[config.mk]
export PLATFORM = sky130hd
export DESIGN_NAME = sdac_frontend
export DESIGN_NICKNAME = d
export VERILOG_FILES = /design/src/rtl/sdac_pkg.sv /design/src/rtl/sdac_sync.sv /design/src/rtl/sdac_shifter.sv /design/src/rtl/sdac_regs.sv /design/src/rtl/sdac_frontend.sv
export SDC_FILE = /design/constraint.sdc
export NUM_CORES = 1
export LEC_CHECK = 0
export BUFFER_PORTS_ARGS = -buffer_cell sky130_fd_sc_hd__buf_2
export CORE_ASPECT_RATIO = 1.25
export CORE_UTILIZATION = 52
export DETAILED_ROUTE_END_ITERATION = 6
export PLACE_DENSITY = 0.74
export SYNTH_ARGS = -nofsm -noshare
export SYNTH_HDL_FRONTEND = slang
export SYNTH_SLANG_ARGS = --single-unit
[constraint.sdc]
create_clock -name clk -period 1.6 [get_ports clk]
set_input_delay 0.16 -clock clk [delete_from_list [all_inputs] [get_ports clk]]
set_output_delay 0.16 -clock clk [all_outputs]
set_load 0.005 [all_outputs]
[src/rtl/sdac_pkg.sv]
package sdac_pkg;
  typedef enum logic [1:0] {
    MODE_ACTIVE   = 2'b00,
    MODE_PD_LOW   = 2'b01,
    MODE_PD_HIGH  = 2'b10,
    MODE_PD_FLOAT = 2'b11
  } sdac_mode_e;
endpackage

[src/rtl/sdac_sync.sv]
module sdac_sync #(
  parameter int WIDTH  = 3,
  parameter int STAGES = 2,
  parameter logic [WIDTH-1:0] RST_VAL = '0
) (
  input  logic             clk,
  input  logic             rst,
  input  logic [WIDTH-1:0] d_i,
  output logic [WIDTH-1:0] q_o
);
  genvar b;
  generate
    for (b = 0; b < WIDTH; b++) begin : g_bit
      logic [STAGES-1:0] chain;
      always_ff @(posedge clk) begin
        if (rst) chain <= {STAGES{RST_VAL[b]}};
        else     chain <= {chain[STAGES-2:0], d_i[b]};
      end
      assign q_o[b] = chain[STAGES-1];
    end
  endgenerate
endmodule

[src/rtl/sdac_shifter.sv]
module sdac_shifter #(
  parameter int FRAME_BITS = 16
) (
  input  logic                  clk,
  input  logic                  rst,
  input  logic                  fsync_s,
  input  logic                  sclk_s,
  input  logic                  sdin_s,
  output logic                  done_o,
  output logic [FRAME_BITS-1:0] word_o
);
  localparam int CNT_W = $clog2(FRAME_BITS + 1);

  logic                  sclk_q;
  logic [FRAME_BITS-1:0] shreg;
  logic [CNT_W-1:0]      cnt;
  logic                  fall;
  logic [FRAME_BITS-1:0] shifted;

  assign fall    = sclk_q & ~sclk_s;
  assign shifted = {shreg[FRAME_BITS-2:0], sdin_s};

  always_ff @(posedge clk) begin
    if (rst) begin
      sclk_q <= 1'b1;
      shreg  <= '0;
      cnt    <= '0;
      done_o <= 1'b0;
      word_o <= '0;
    end else begin
      sclk_q <= sclk_s;
      done_o <= 1'b0;
      if (fsync_s) begin
        cnt <= '0;
      end else if (fall && (cnt < CNT_W'(FRAME_BITS))) begin
        shreg <= shifted;
        cnt   <= cnt + 1'b1;
        if (cnt == CNT_W'(FRAME_BITS - 1)) begin
          done_o <= 1'b1;
          word_o <= shifted;
        end
      end
    end
  end
endmodule

[src/rtl/sdac_regs.sv]
module sdac_regs
  import sdac_pkg::*;
#(
  parameter int FRAME_BITS  = 16,
  parameter int MODE_BITS   = 2,
  parameter int WAKE_CYCLES = 20,
  localparam int CODE_BITS  = FRAME_BITS - MODE_BITS
) (
  input  logic                  clk,
  input  logic                  rst,
  input  logic                  commit_i,
  input  logic [FRAME_BITS-1:0] word_i,
  output logic [MODE_BITS-1:0]  mode_o,
  output logic [CODE_BITS-1:0]  code_o,
  output logic                  powered_o
);
  localparam int WAKE_W = $clog2(WAKE_CYCLES + 1);

  logic [MODE_BITS-1:0] new_mode, mode_n;
  logic [CODE_BITS-1:0] code_n;
  logic [WAKE_W-1:0]    wake_q, wake_n;
  logic                 new_active, cur_active, act_n;

  assign new_mode   = word_i[FRAME_BITS-1 -: MODE_BITS];
  assign new_active = (new_mode == MODE_BITS'(MODE_ACTIVE));
  assign cur_active = (mode_o == MODE_BITS'(MODE_ACTIVE));

  always_comb begin
    mode_n = mode_o;
    code_n = code_o;
    wake_n = (wake_q != '0) ? wake_q - 1'b1 : wake_q;
    if (commit_i) begin
      mode_n = new_mode;
      if (new_active) begin
        code_n = word_i[CODE_BITS-1:0];
        if (!cur_active) wake_n = WAKE_W'(WAKE_CYCLES);
      end
    end
    act_n = (mode_n == MODE_BITS'(MODE_ACTIVE));
    if (!act_n) wake_n = '0;
  end

  always_ff @(posedge clk) begin
    if (rst) begin
      mode_o    <= MODE_BITS'(MODE_ACTIVE);
      code_o    <= '0;
      wake_q    <= '0;
      powered_o <= 1'b1;
    end else begin
      mode_o    <= mode_n;
      code_o    <= code_n;
      wake_q    <= wake_n;
      powered_o <= act_n && (wake_n == '0);
    end
  end
endmodule

[src/rtl/sdac_frontend.sv]
module sdac_frontend #(
  parameter int FRAME_BITS  = 16,
  parameter int MODE_BITS   = 2,
  parameter int SYNC_STAGES = 2,
  parameter int WAKE_CYCLES = 20,
  localparam int CODE_BITS  = FRAME_BITS - MODE_BITS
) (
  input  logic                 clk,
  input  logic                 rst,
  input  logic                 fsync_n,
  input  logic                 sclk,
  input  logic                 sdin,
  output logic [MODE_BITS-1:0] mode_o,
  output logic [CODE_BITS-1:0] code_o,
  output logic                 powered_o
);
  logic [2:0]            pins_s;
  logic                  frame_commit;
  logic [FRAME_BITS-1:0] frame_word;
  logic [MODE_BITS-1:0]  commit_mode;

  sdac_sync #(.WIDTH(3), .STAGES(SYNC_STAGES), .RST_VAL(3'b110)) u_sync (
    .clk(clk), .rst(rst), .d_i({fsync_n, sclk, sdin}), .q_o(pins_s)
  );

  sdac_shifter #(.FRAME_BITS(FRAME_BITS)) u_shift (
    .clk(clk), .rst(rst),
    .fsync_s(pins_s[2]), .sclk_s(pins_s[1]), .sdin_s(pins_s[0]),
    .done_o(frame_commit), .word_o(frame_word)
  );

  assign commit_mode = frame_word[FRAME_BITS-1 -: MODE_BITS];

  sdac_regs #(.FRAME_BITS(FRAME_BITS), .MODE_BITS(MODE_BITS),
              .WAKE_CYCLES(WAKE_CYCLES)) u_regs (
    .clk(clk), .rst(rst), .commit_i(frame_commit), .word_i(frame_word),
    .mode_o(mode_o), .code_o(code_o), .powered_o(powered_o)
  );
endmodule

==> results.sh, run 1 <==
export IMPL_finalSetupTns_ns=0
export IMPL_critical_path_max_fanout=2
export IMPL_routabilityCongestion=0.749
export IMPL_dr_pass1_iters=4
export IMPL_num_vias=1963
export IMPL_ys_seq_elements=66
export IMPL_synth_area_leader_cell="dfxtp_1"
export IMPL_ys_seq_area_frac=0.529
export IMPL_worst_pin_slew_ns=0.483
export IMPL_p_per_area_nw_per_um2=1300
export IMPL_final_max_slew_viol_count=0
export IMPL_finalClockSkew_ns=0.00779
export IMPL_synth_top_area_frac=0.529
export IMPL_avgViaCountPerCell=5.11
export IMPL_cts_made_buffers=9
export IMPL_cts_tree="done"
export IMPL_fp_dieW_um=64.0
export IMPL_ir_drop_mv=0.778
export IMPL_async_reset_ff_frac=0
export IMPL_synth_area_leaders="dfxtp_1, nand2_1, a21oi_1, nand3_1, clkbuf_1"
export IMPL_cts_sinks=66
export IMPL_clk_pin_slew_ns=0.07
export IMPL_finalHoldViolCount=0
export IMPL_synth_edf_count=0
export IMPL_die_area_um2=5090
export IMPL_start_util=0.556
export IMPL_holdWs_ns=0.0340
export IMPL_outcome="complete, no violations"
export IMPL_ys_flop_type="dfxtp_1"
export IMPL_core_area_um2=4490
export IMPL_syn_nets=302
export IMPL_grt_remaining_overflow=0
export IMPL_rsz0062_at_grt="no"
export IMPL_syn_avg_cell_area_um2=8.49
export IMPL_fin_ws_ns=0.0768
export IMPL_hp_start="sdin"
export IMPL_track_usage=0.201
export IMPL_fin_crit_sh=0.952
export IMPL_num_io_pins=22
export IMPL_drc_errors=0
export IMPL_drive_gt1_frac=0.202
export IMPL_drt_iter0_drc=97
export IMPL_synth_common_cells="nand2_1, dfxtp_1, a21oi_1"
export IMPL_detail_route_antenna_nets=0
export IMPL_layout_min_cycle_time_ns=1.52
export IMPL_grt_pass1_vias=1912
export IMPL_die_height_um=79.5
export IMPL_holdCritPathClass="in2reg"
export IMPL_required_ns=1.83
export IMPL_grt_max_degree=49
export IMPL_cp_end_kind="register"
export IMPL_final_cells=384
export IMPL_yosys_warnings=0
export IMPL_routedWlPerCell_um=11.6
export IMPL_cts_buffer_depth=2
export IMPL_drt_wl_total_um=4450
export IMPL_diodes=0
export IMPL_critPathLaunch="u_regs.wake_q[0]$_SDFF_PP0_"
export IMPL_p_leak_nw=1.10
export IMPL_yosysMostFrequentCell="nand2_1"
export IMPL_dp_hpwl_um=2890
export IMPL_cap_violations=0
export IMPL_r2r_start="u_regs.wake_q[0]$_SDFF_PP0_"
export IMPL_dpl_cell_count=364
export IMPL_worstPathArrival_ns=1.75
export IMPL_r2r_cells=6
export IMPL_post_synth_inst_count=294
export IMPL_max_freq_mhz=657
export IMPL_rows=27
export IMPL_clock_root_buffer="clkbuf_8"
export IMPL_hold_path_depth=2
export IMPL_place_ws_ns=0.00339
export IMPL_crit_path_start_kind="register"
export IMPL_syn_to_final_growth_pct=16.7
export IMPL_antenna_found_initial=0
export IMPL_setup_viol=0
export IMPL_relSlewSlack=0.677
export IMPL_portBuffers=21
export IMPL_nNetsFinal=330
export IMPL_clkLatencyLatePin_ns=0.34
export IMPL_r2r_slack_ns=0.08
export IMPL_critical_path_class="reg2reg"
export IMPL_yosysUniqueCellTypes=33
export IMPL_syn_cell_area_um2=2500
export IMPL_grt_pass1_wl_um=7790
export IMPL_htree_levels=3
==> path summary, 6_finish.rpt <==
kind                                          to
max reg2reg          u_regs.powered_o$_SDFF_PP1_
min          u_sync.g_bit[0].chain[0]$_SDFF_PP0_
max                  u_regs.powered_o$_SDFF_PP1_
min reg2reg  u_sync.g_bit[2].chain[1]$_SDFF_PP1_
==> layer usage <==
metal / vias up / global-route usage / part of all wire
met5: - / 0 / 0
met4: 0 / 0.136 / 0.028
met3: 13 / 0.0557 / 0.030
met2: 29 / 0.343 / 0.48
met1: 894 / 0.216 / 0.46
li1: 1027 / - / -
==> through the flow <==
stage	instance area, um^2	total power, mW	util
finish	2910	3.80	0.649
global placement	2670	2.37	0.593
CTS	2910	3.83	0.647
global route	2910	3.99	0.649
detailed placement	2670	2.39	0.593
floorplan	2500	2.26	-
==> worst max-delay path, cell delays in order (launching register included) <==
cell      delay, ns
dfxtp_2        0.33
inv_2          0.07
ha_4           0.13
or4b_4         0.48
nor2_4         0.11
a221oi_2       0.05
o41ai_2        0.25
==> kinds of logic (layout without fill, tap and decap cells) <==
group,after synthesis,count (layout),share of synthesized area
xor+xnor,5,5,0.0175
simple gates,136,136,0.256
buf+inv,23,55,0.0406
compound gates,57,57,0.126
mux,4,4,0.0160
flops,66,66,0.529
fa+ha+maj,3,3,0.0150
==> timing repair <==
item | CTS | global route
hold buffers | 2 | 0
gates resized for setup | 6 | 1
endpoints found under the hold margin | 2 | 0
setup buffers | 3 | 0
pin swaps | 3 | 2
endpoints found under the setup margin | 1 | 8
gates cloned | 0 | 0
==> sequential cells by signal, indices dropped and copies added, names as in the netlist <==
name                count
u_sync.g_bit.chain      6
u_regs.code_o          14
u_shift.word_o         16
u_shift.cnt             5
u_shift.shreg          15
u_shift.done_o          1
u_shift.sclk_q          1
u_regs.mode_o           2
u_regs.powered_o        1
u_regs.wake_q           5
==> placed cells by master, fill, tap and decap left out, types with 4 or more instances in the layout <==
cell type	n
nor2_1	11
clkbuf_8	10
a21oi_1	48
buf_4	13
nand2_1	77
or2_2	5
o21ai_0	4
dfxtp_1	64
mux2i_1	4
nor2b_1	4
nand3_1	17
buf_2	21
nor3_1	8
==> cell type report <==
| class | instances | area [um^2] |
|---|---|---|
| clock buffers | 12 | 145 |
| repair buffers | 36 | 223 |
| well taps | 58 | 72.6 |
| fillers | 406 | 1580 |
| clock inverters | 3 | 40.0 |
| inverters | 4 | 15.0 |
| multi-input cells | 205 | 1090 |
| flip-flops and latches | 66 | 1320 |
==> report_power, final <==
part	internal (mW)	switching, mW	leakage (nW)	total, mW
logic	0.388	0.330	0.468	0.719
registers	1.71	0.0561	0.535	1.76
clock network	0.749	0.565	0.0962	1.31
total	2.84	0.952	1.10	3.80
Power figures use the tool's default switching activity.
==> run 2, diff against run 1 <==
--- a/config.mk
+++ b/config.mk
@@ -12,4 +12,5 @@
 export PLACE_DENSITY = 0.74
 export SYNTH_ARGS = -nofsm -noshare
 export SYNTH_HDL_FRONTEND = slang
+export SYNTH_HIERARCHICAL = 1
 export SYNTH_SLANG_ARGS = --single-unit
==> results.sh, run 2 <==
export IMPL_routabilityCongestion=0.721
export IMPL_die_height_um=79.7
export IMPL_ys_flop_type="dfxtp_1"
export IMPL_setup_viol=0
export IMPL_p_leak_nw=1.04
export IMPL_syn_to_final_growth_pct=14.1
export IMPL_clk_pin_slew_ns=0.06
export IMPL_synth_area_leaders="dfxtp_1, a21oi_1, nand2_1, nand3_1, o21ai_1"
export IMPL_cp_end_kind="register"
export IMPL_portBuffers=21
export IMPL_cap_violations=0
export IMPL_final_cell_mix="dfxtp_1, nand2_1, a21oi_1, buf_2"
export IMPL_fp_dieW_um=64.2
export IMPL_total_power_mw=3.33
export IMPL_ys_seq_area_frac=0.526
export IMPL_final_common_cell="dfxtp_1"
export IMPL_placed_area_um2=2670
export IMPL_p_per_area_nw_per_um2=1160
export IMPL_hp_start="sdin"
export IMPL_syn_cell_area_um2=2510
export IMPL_yosys_warnings=6
export IMPL_async_reset_ff_frac=0
export IMPL_reg_largest_list="u_shift/word_o (16), u_shift/shreg (15), u_regs/code_o (14)"
export IMPL_core_area_um2=4530
export IMPL_post_synth_inst_count=292
export IMPL_max_freq_mhz=661
export IMPL_nNetsFinal=322
export IMPL_htree_levels=3
export IMPL_die_area_um2=5110
export IMPL_critical_path_class="reg2reg"
export IMPL_cts_buffer_depth=2
export IMPL_grt_remaining_overflow=0
export IMPL_synth_top_area_frac=0.526
export IMPL_grt_max_degree=47
export IMPL_final_area_um2=2870
export IMPL_diodes=0
export IMPL_avgViaCountPerCell=5.14
export IMPL_clkLatencyLatePin_ns=0.33
export IMPL_routedWlPerCell_um=11.4
export IMPL_largest_register_ffs=16
export IMPL_cpLargestDelayFamily="multiplexers"
export IMPL_synth_common_cells="dfxtp_1, nand2_1, a21oi_1"
export IMPL_holdWs_ns=0.0361
export IMPL_rows=27
export IMPL_crit_path_start_kind="register"
export IMPL_layout_min_cycle_time_ns=1.51
export IMPL_ir_drop_mv=0.724
export IMPL_post_route_util=0.633
export IMPL_finalHoldViolCount=0
export IMPL_holdCritPathClass="in2reg"
export IMPL_worstPathArrival_ns=1.73
export IMPL_crit_chain="inv_2 > ha_4 > nand2b_2 > nor3_4 > mux2_2 > a41o_1"
export IMPL_r2r_start="u_regs/wake_q[0]$_SDFF_PP0_"
export IMPL_drt_iter0_drc=121
export IMPL_grt_pass1_vias=1697
export IMPL_slowest_stage="mux2_2"
export IMPL_num_vias=1934
export IMPL_max_stage_delay_ns=0.37
export IMPL_num_io_pins=22
export IMPL_cts_tree="done"
export IMPL_dp_hpwl_um=2740
export IMPL_detail_route_antenna_nets=0
export IMPL_clock_root_buffer="clkbuf_8"
export IMPL_antenna_found_initial=0
export IMPL_grt_pass1_wl_um=7250
export IMPL_drc_errors=0
export IMPL_fin_crit_sh=0.945
export IMPL_finalSetupTns_ns=0
export IMPL_ys_seq_elements=66
export IMPL_worst_pin_slew_ns=0.467
export IMPL_syn_avg_cell_area_um2=8.60
export IMPL_synth_area_leader_cell="dfxtp_1"
export IMPL_cp_num_buf_inv=1
export IMPL_yosysUniqueCellTypes=38
export IMPL_n_fill_cell=416
export IMPL_dr_pass1_iters=4
export IMPL_cts_made_buffers=9
export IMPL_start_util=0.555
export IMPL_synth_edf_count=0
export IMPL_yosysMostFrequentCell="dfxtp_1"
export IMPL_required_ns=1.82
export IMPL_finalClockSkew_ns=0.00412
export IMPL_final_max_slew_viol_count=0
export IMPL_syn_nets=300
export IMPL_rsz0062_at_grt="no"
export IMPL_relSlewSlack=0.688
export IMPL_drive_gt1_frac=0.179
export IMPL_drt_wl_total_um=4280
export IMPL_outcome="complete, no violations"
export IMPL_critical_path_max_fanout=4
export IMPL_critPathLaunch="u_regs/wake_q[0]$_SDFF_PP0_"
export IMPL_track_usage=0.185
export IMPL_cts_sinks=66
export IMPL_largest_register="u_shift/word_o"
[run 2: cell count changes in the layout (fill, tap and decap cells not counted), sizes merged, moves of 2 or more]
cell    delta
xor2       -3
mux2       +2
nor3       -4
inv        +2
nand2b     -2
nand2     -19
o21ai     +14
nor2       +4
buf        -2
[run 2: report_power, final]
group	internal, mW	switching (mW)
logic	0.239	0.229
registers	1.70	0.0449
clock network	0.549	0.563
[run 2: repair_timing]
item / in CTS / in global routing
endpoints found under the setup margin: 1 / 1
endpoints found under the hold margin: 1 / 1
setup buffers: 1 / 0
gates resized for setup: 4 / 2
hold buffers: 1 / 1
pin swaps: 2 / 1
[run 2: stage by stage]
| step | setup WS, ns | cells |
|---|---|---|
| floorplan | 0.0389 | 292 |
| global placement | 0.0766 | 358 |
| detailed placement | -0.0139 | 358 |
| CTS | 0.00180 | 375 |
| global route | 0.0247 | 376 |
| finish | 0.0877 | 376 |
[run 2: cells by family after synthesis]
| family | after synthesis | synth area share |
|---|---|---|
| AND/OR/NAND/NOR | 117 | 0.224 |
| AO/OA/AOI/OAI | 69 | 0.143 |
| flip-flops | 66 | 0.526 |
| buffers and inverters | 29 | 0.0613 |
| multiplexers | 5 | 0.0209 |
| XOR/XNOR | 3 | 0.0105 |
| adder cells (fa/ha/maj) | 3 | 0.0149 |
[run 2: worst register-to-register path, stage by stage (launching register included)]
cell,delay [ns]
dfxtp_1,0.33
inv_2,0.08
ha_4,0.15
nand2b_2,0.09
nor3_4,0.14
mux2_2,0.37
a41o_1,0.25
[run 2: cell type report]
type | count | area (um^2) | area share
inverter | 6 | 22.5 | 0.00786
tap | 58 | 72.6 | 0.0253
clock inverter | 3 | 17.5 | 0.00611
timing repair buffer | 34 | 233 | 0.0812
multi-input combinational | 197 | 1060 | 0.371
clock buffer | 12 | 135 | 0.0472
sequential | 66 | 1320 | 0.461
[run 2: final timing paths]
check,endpoint,cells past startpoint,slack (ns)
min,u_sync/g_bit[0].chain[0]$_SDFF_PP0_,2,0.04
max reg2reg,u_regs/powered_o$_SDFF_PP1_,6,0.09
max,u_regs/powered_o$_SDFF_PP1_,6,0.09
min reg2reg,u_sync/g_bit[1].chain[1]$_SDFF_PP1_,1,0.41
[run 2: routing by layer]
layer | wire length, um | part of all wire | track usage | up-vias
met3 | 120 | 0.028 | 0.0471 | 9
met1 | 2080 | 0.49 | 0.221 | 873
met2 | 1980 | 0.46 | 0.297 | 30
li1 | - | - | - | 1022
met4 | 103 | 0.024 | 0.113 | 0
met5 | 0 | 0 | 0 | -
==> run 3, diff against run 2 <==
--- a/config.mk
+++ b/config.mk
@@ -7,6 +7,7 @@
 export LEC_CHECK = 0
 export BUFFER_PORTS_ARGS = -buffer_cell sky130_fd_sc_hd__buf_2
 export CORE_ASPECT_RATIO = 1.25
+export CORE_MARGIN = 1.5
 export CORE_UTILIZATION = 52
 export DETAILED_ROUTE_END_ITERATION = 6
 export PLACE_DENSITY = 0.74
==> results.sh, run 3 (same netlist as run 2, synthesis figures left out) <==
export IMPL_outcome="complete, no violations"
export IMPL_power_frac_comb=0.121
export IMPL_final_cell_mix="dfxtp_1, nand2_1, a21oi_1, buf_2"
export IMPL_drc_errors=0
export IMPL_r2r_cells=6
export IMPL_antenna_found_initial=0
export IMPL_hold_path_depth=2
export IMPL_worstPathArrival_ns=1.77
export IMPL_dpl_cell_count=360
export IMPL_swShare=0.233
export IMPL_place_ws_ns=0.00349
export IMPL_clkPwrFrac=0.429
export IMPL_rows=28
export IMPL_max_freq_mhz=649
export IMPL_clock_root_buffer="clkbuf_8"
export IMPL_core_area_um2=4690
export IMPL_dr_pass1_iters=4
export IMPL_finalHoldViolCount=0
export IMPL_cap_violations=0
export IMPL_setup_viol=0
export IMPL_start_util=0.535
export IMPL_htree_levels=3
export IMPL_cp_num_cells=6
export IMPL_die_height_um=80.7
export IMPL_ir_drop_mv=0.669
export IMPL_grt_remaining_overflow=0
export IMPL_max_stage_delay_ns=0.36
export IMPL_final_max_slew_viol_count=0
export IMPL_intPower_mw=2.97
export IMPL_crit_path_start_kind="register"
export IMPL_drt_wl_total_um=4470
export IMPL_critical_path_class="reg2reg"
export IMPL_largest_register_ffs=16
export IMPL_cp_end_kind="register"
export IMPL_num_io_pins=22
export IMPL_total_power_mw=3.88
export IMPL_nNetsFinal=322
export IMPL_grt_pass1_wl_um=7510
export IMPL_diodes=0
export IMPL_required_ns=1.83
export IMPL_grt_max_degree=33
export IMPL_n_fill_cell=400
export IMPL_clkLatencyLatePin_ns=0.34
export IMPL_track_usage=0.188
export IMPL_finalSetupTns_ns=0
export IMPL_p_per_area_nw_per_um2=1310
export IMPL_final_cells=379
export IMPL_post_route_util=0.630
export IMPL_cts_sinks=66
export IMPL_layout_min_cycle_time_ns=1.54
export IMPL_largest_register="u_shift/word_o"
export IMPL_relSlewSlack=0.683
export IMPL_holdCritPathClass="in2reg"
export IMPL_crit_chain="inv_2 > ha_4 > nand2b_2 > nor3_4 > mux2_2 > a41o_1"
export IMPL_portBuffers=21
export IMPL_fp_dieW_um=65.2
export IMPL_syn_to_final_growth_pct=17.7
export IMPL_cts_buffer_depth=2
export IMPL_drt_iter0_drc=119
export IMPL_p_seq_frac=0.450
export IMPL_final_common_cell="dfxtp_1"
export IMPL_placed_area_um2=2670
export IMPL_cts_tree="done"
export IMPL_final_area_um2=2960
export IMPL_grt_pass1_vias=1775
export IMPL_routabilityCongestion=0.746
export IMPL_worst_pin_slew_ns=0.474
export IMPL_switchingPower_mw=0.903
export IMPL_fin_ws_ns=0.0596
export IMPL_cp_num_buf_inv=1
export IMPL_cts_made_buffers=9
export IMPL_cpLargestDelayFamily="multiplexers"
export IMPL_num_vias=1939
export IMPL_holdWs_ns=0.0337
export IMPL_fin_crit_sh=0.963
export IMPL_finalClockSkew_ns=0.00723
export IMPL_critical_path_max_fanout=4
export IMPL_avgViaCountPerCell=5.12
export IMPL_reg_largest_list="u_shift/word_o (16), u_shift/shreg (15), u_regs/code_o (14)"
export IMPL_p_leak_nw=1.07
export IMPL_slowest_stage="mux2_2"
export IMPL_dp_hpwl_um=2750
export IMPL_die_area_um2=5260
export IMPL_drive_gt1_frac=0.191
export IMPL_detail_route_antenna_nets=0
export IMPL_clk_pin_slew_ns=0.07
export IMPL_routedWlPerCell_um=11.8
-- run 3: timing repair --
item,CTS,global route
setup endpoints to repair,1,1
setup buffers,0,1
pin swaps,0,2
resized for setup,1,5
hold endpoints to repair,2,0
hold buffers,2,0
-- run 3: final timing paths --
path	start	to	slack, ns
max	u_regs/wake_q[0]$_SDFF_PP0_	u_regs/powered_o$_SDFF_PP1_	0.06
min	sdin	u_sync/g_bit[0].chain[0]$_SDFF_PP0_	0.03
max reg2reg	u_regs/wake_q[0]$_SDFF_PP0_	u_regs/powered_o$_SDFF_PP1_	0.06
min reg2reg	u_sync/g_bit[1].chain[0]$_SDFF_PP1_	u_sync/g_bit[1].chain[1]$_SDFF_PP1_	0.41
-- run 3: final cells by class --
type | count | area [um^2] | area share
Clock inverter | 7 | 118 | 0.0398
Timing Repair Buffer | 34 | 233 | 0.0787
Multi-Input combinational cell | 197 | 1060 | 0.360
Clock buffer | 9 | 124 | 0.0419
Sequential cell | 66 | 1320 | 0.447
Tap cell | 60 | 75.1 | 0.0254
Inverter | 6 | 22.5 | 0.00762
-- run 3: power groups by stage --
stage	Combinational (mW)	Clock, mW	Sequential (mW)
2_1_floorplan	0.300	0	1.77
3_3_place_gp	0.349	0	1.77
3_5_place_dp	0.365	0	1.78
4_1_cts	0.391	1.71	1.74
5_1_grt	0.528	1.77	1.75
6_report	0.469	1.66	1.75
-- run 3: metal layers --
layer,share of wire,up-vias,wire (um),GRT usage
met5,0,-,0,0
met4,0.022,0,98,0.100
met3,0.031,8,140,0.0672
met2,0.48,32,2140,0.310
met1,0.47,880,2090,0.212
li1,-,1019,-,-
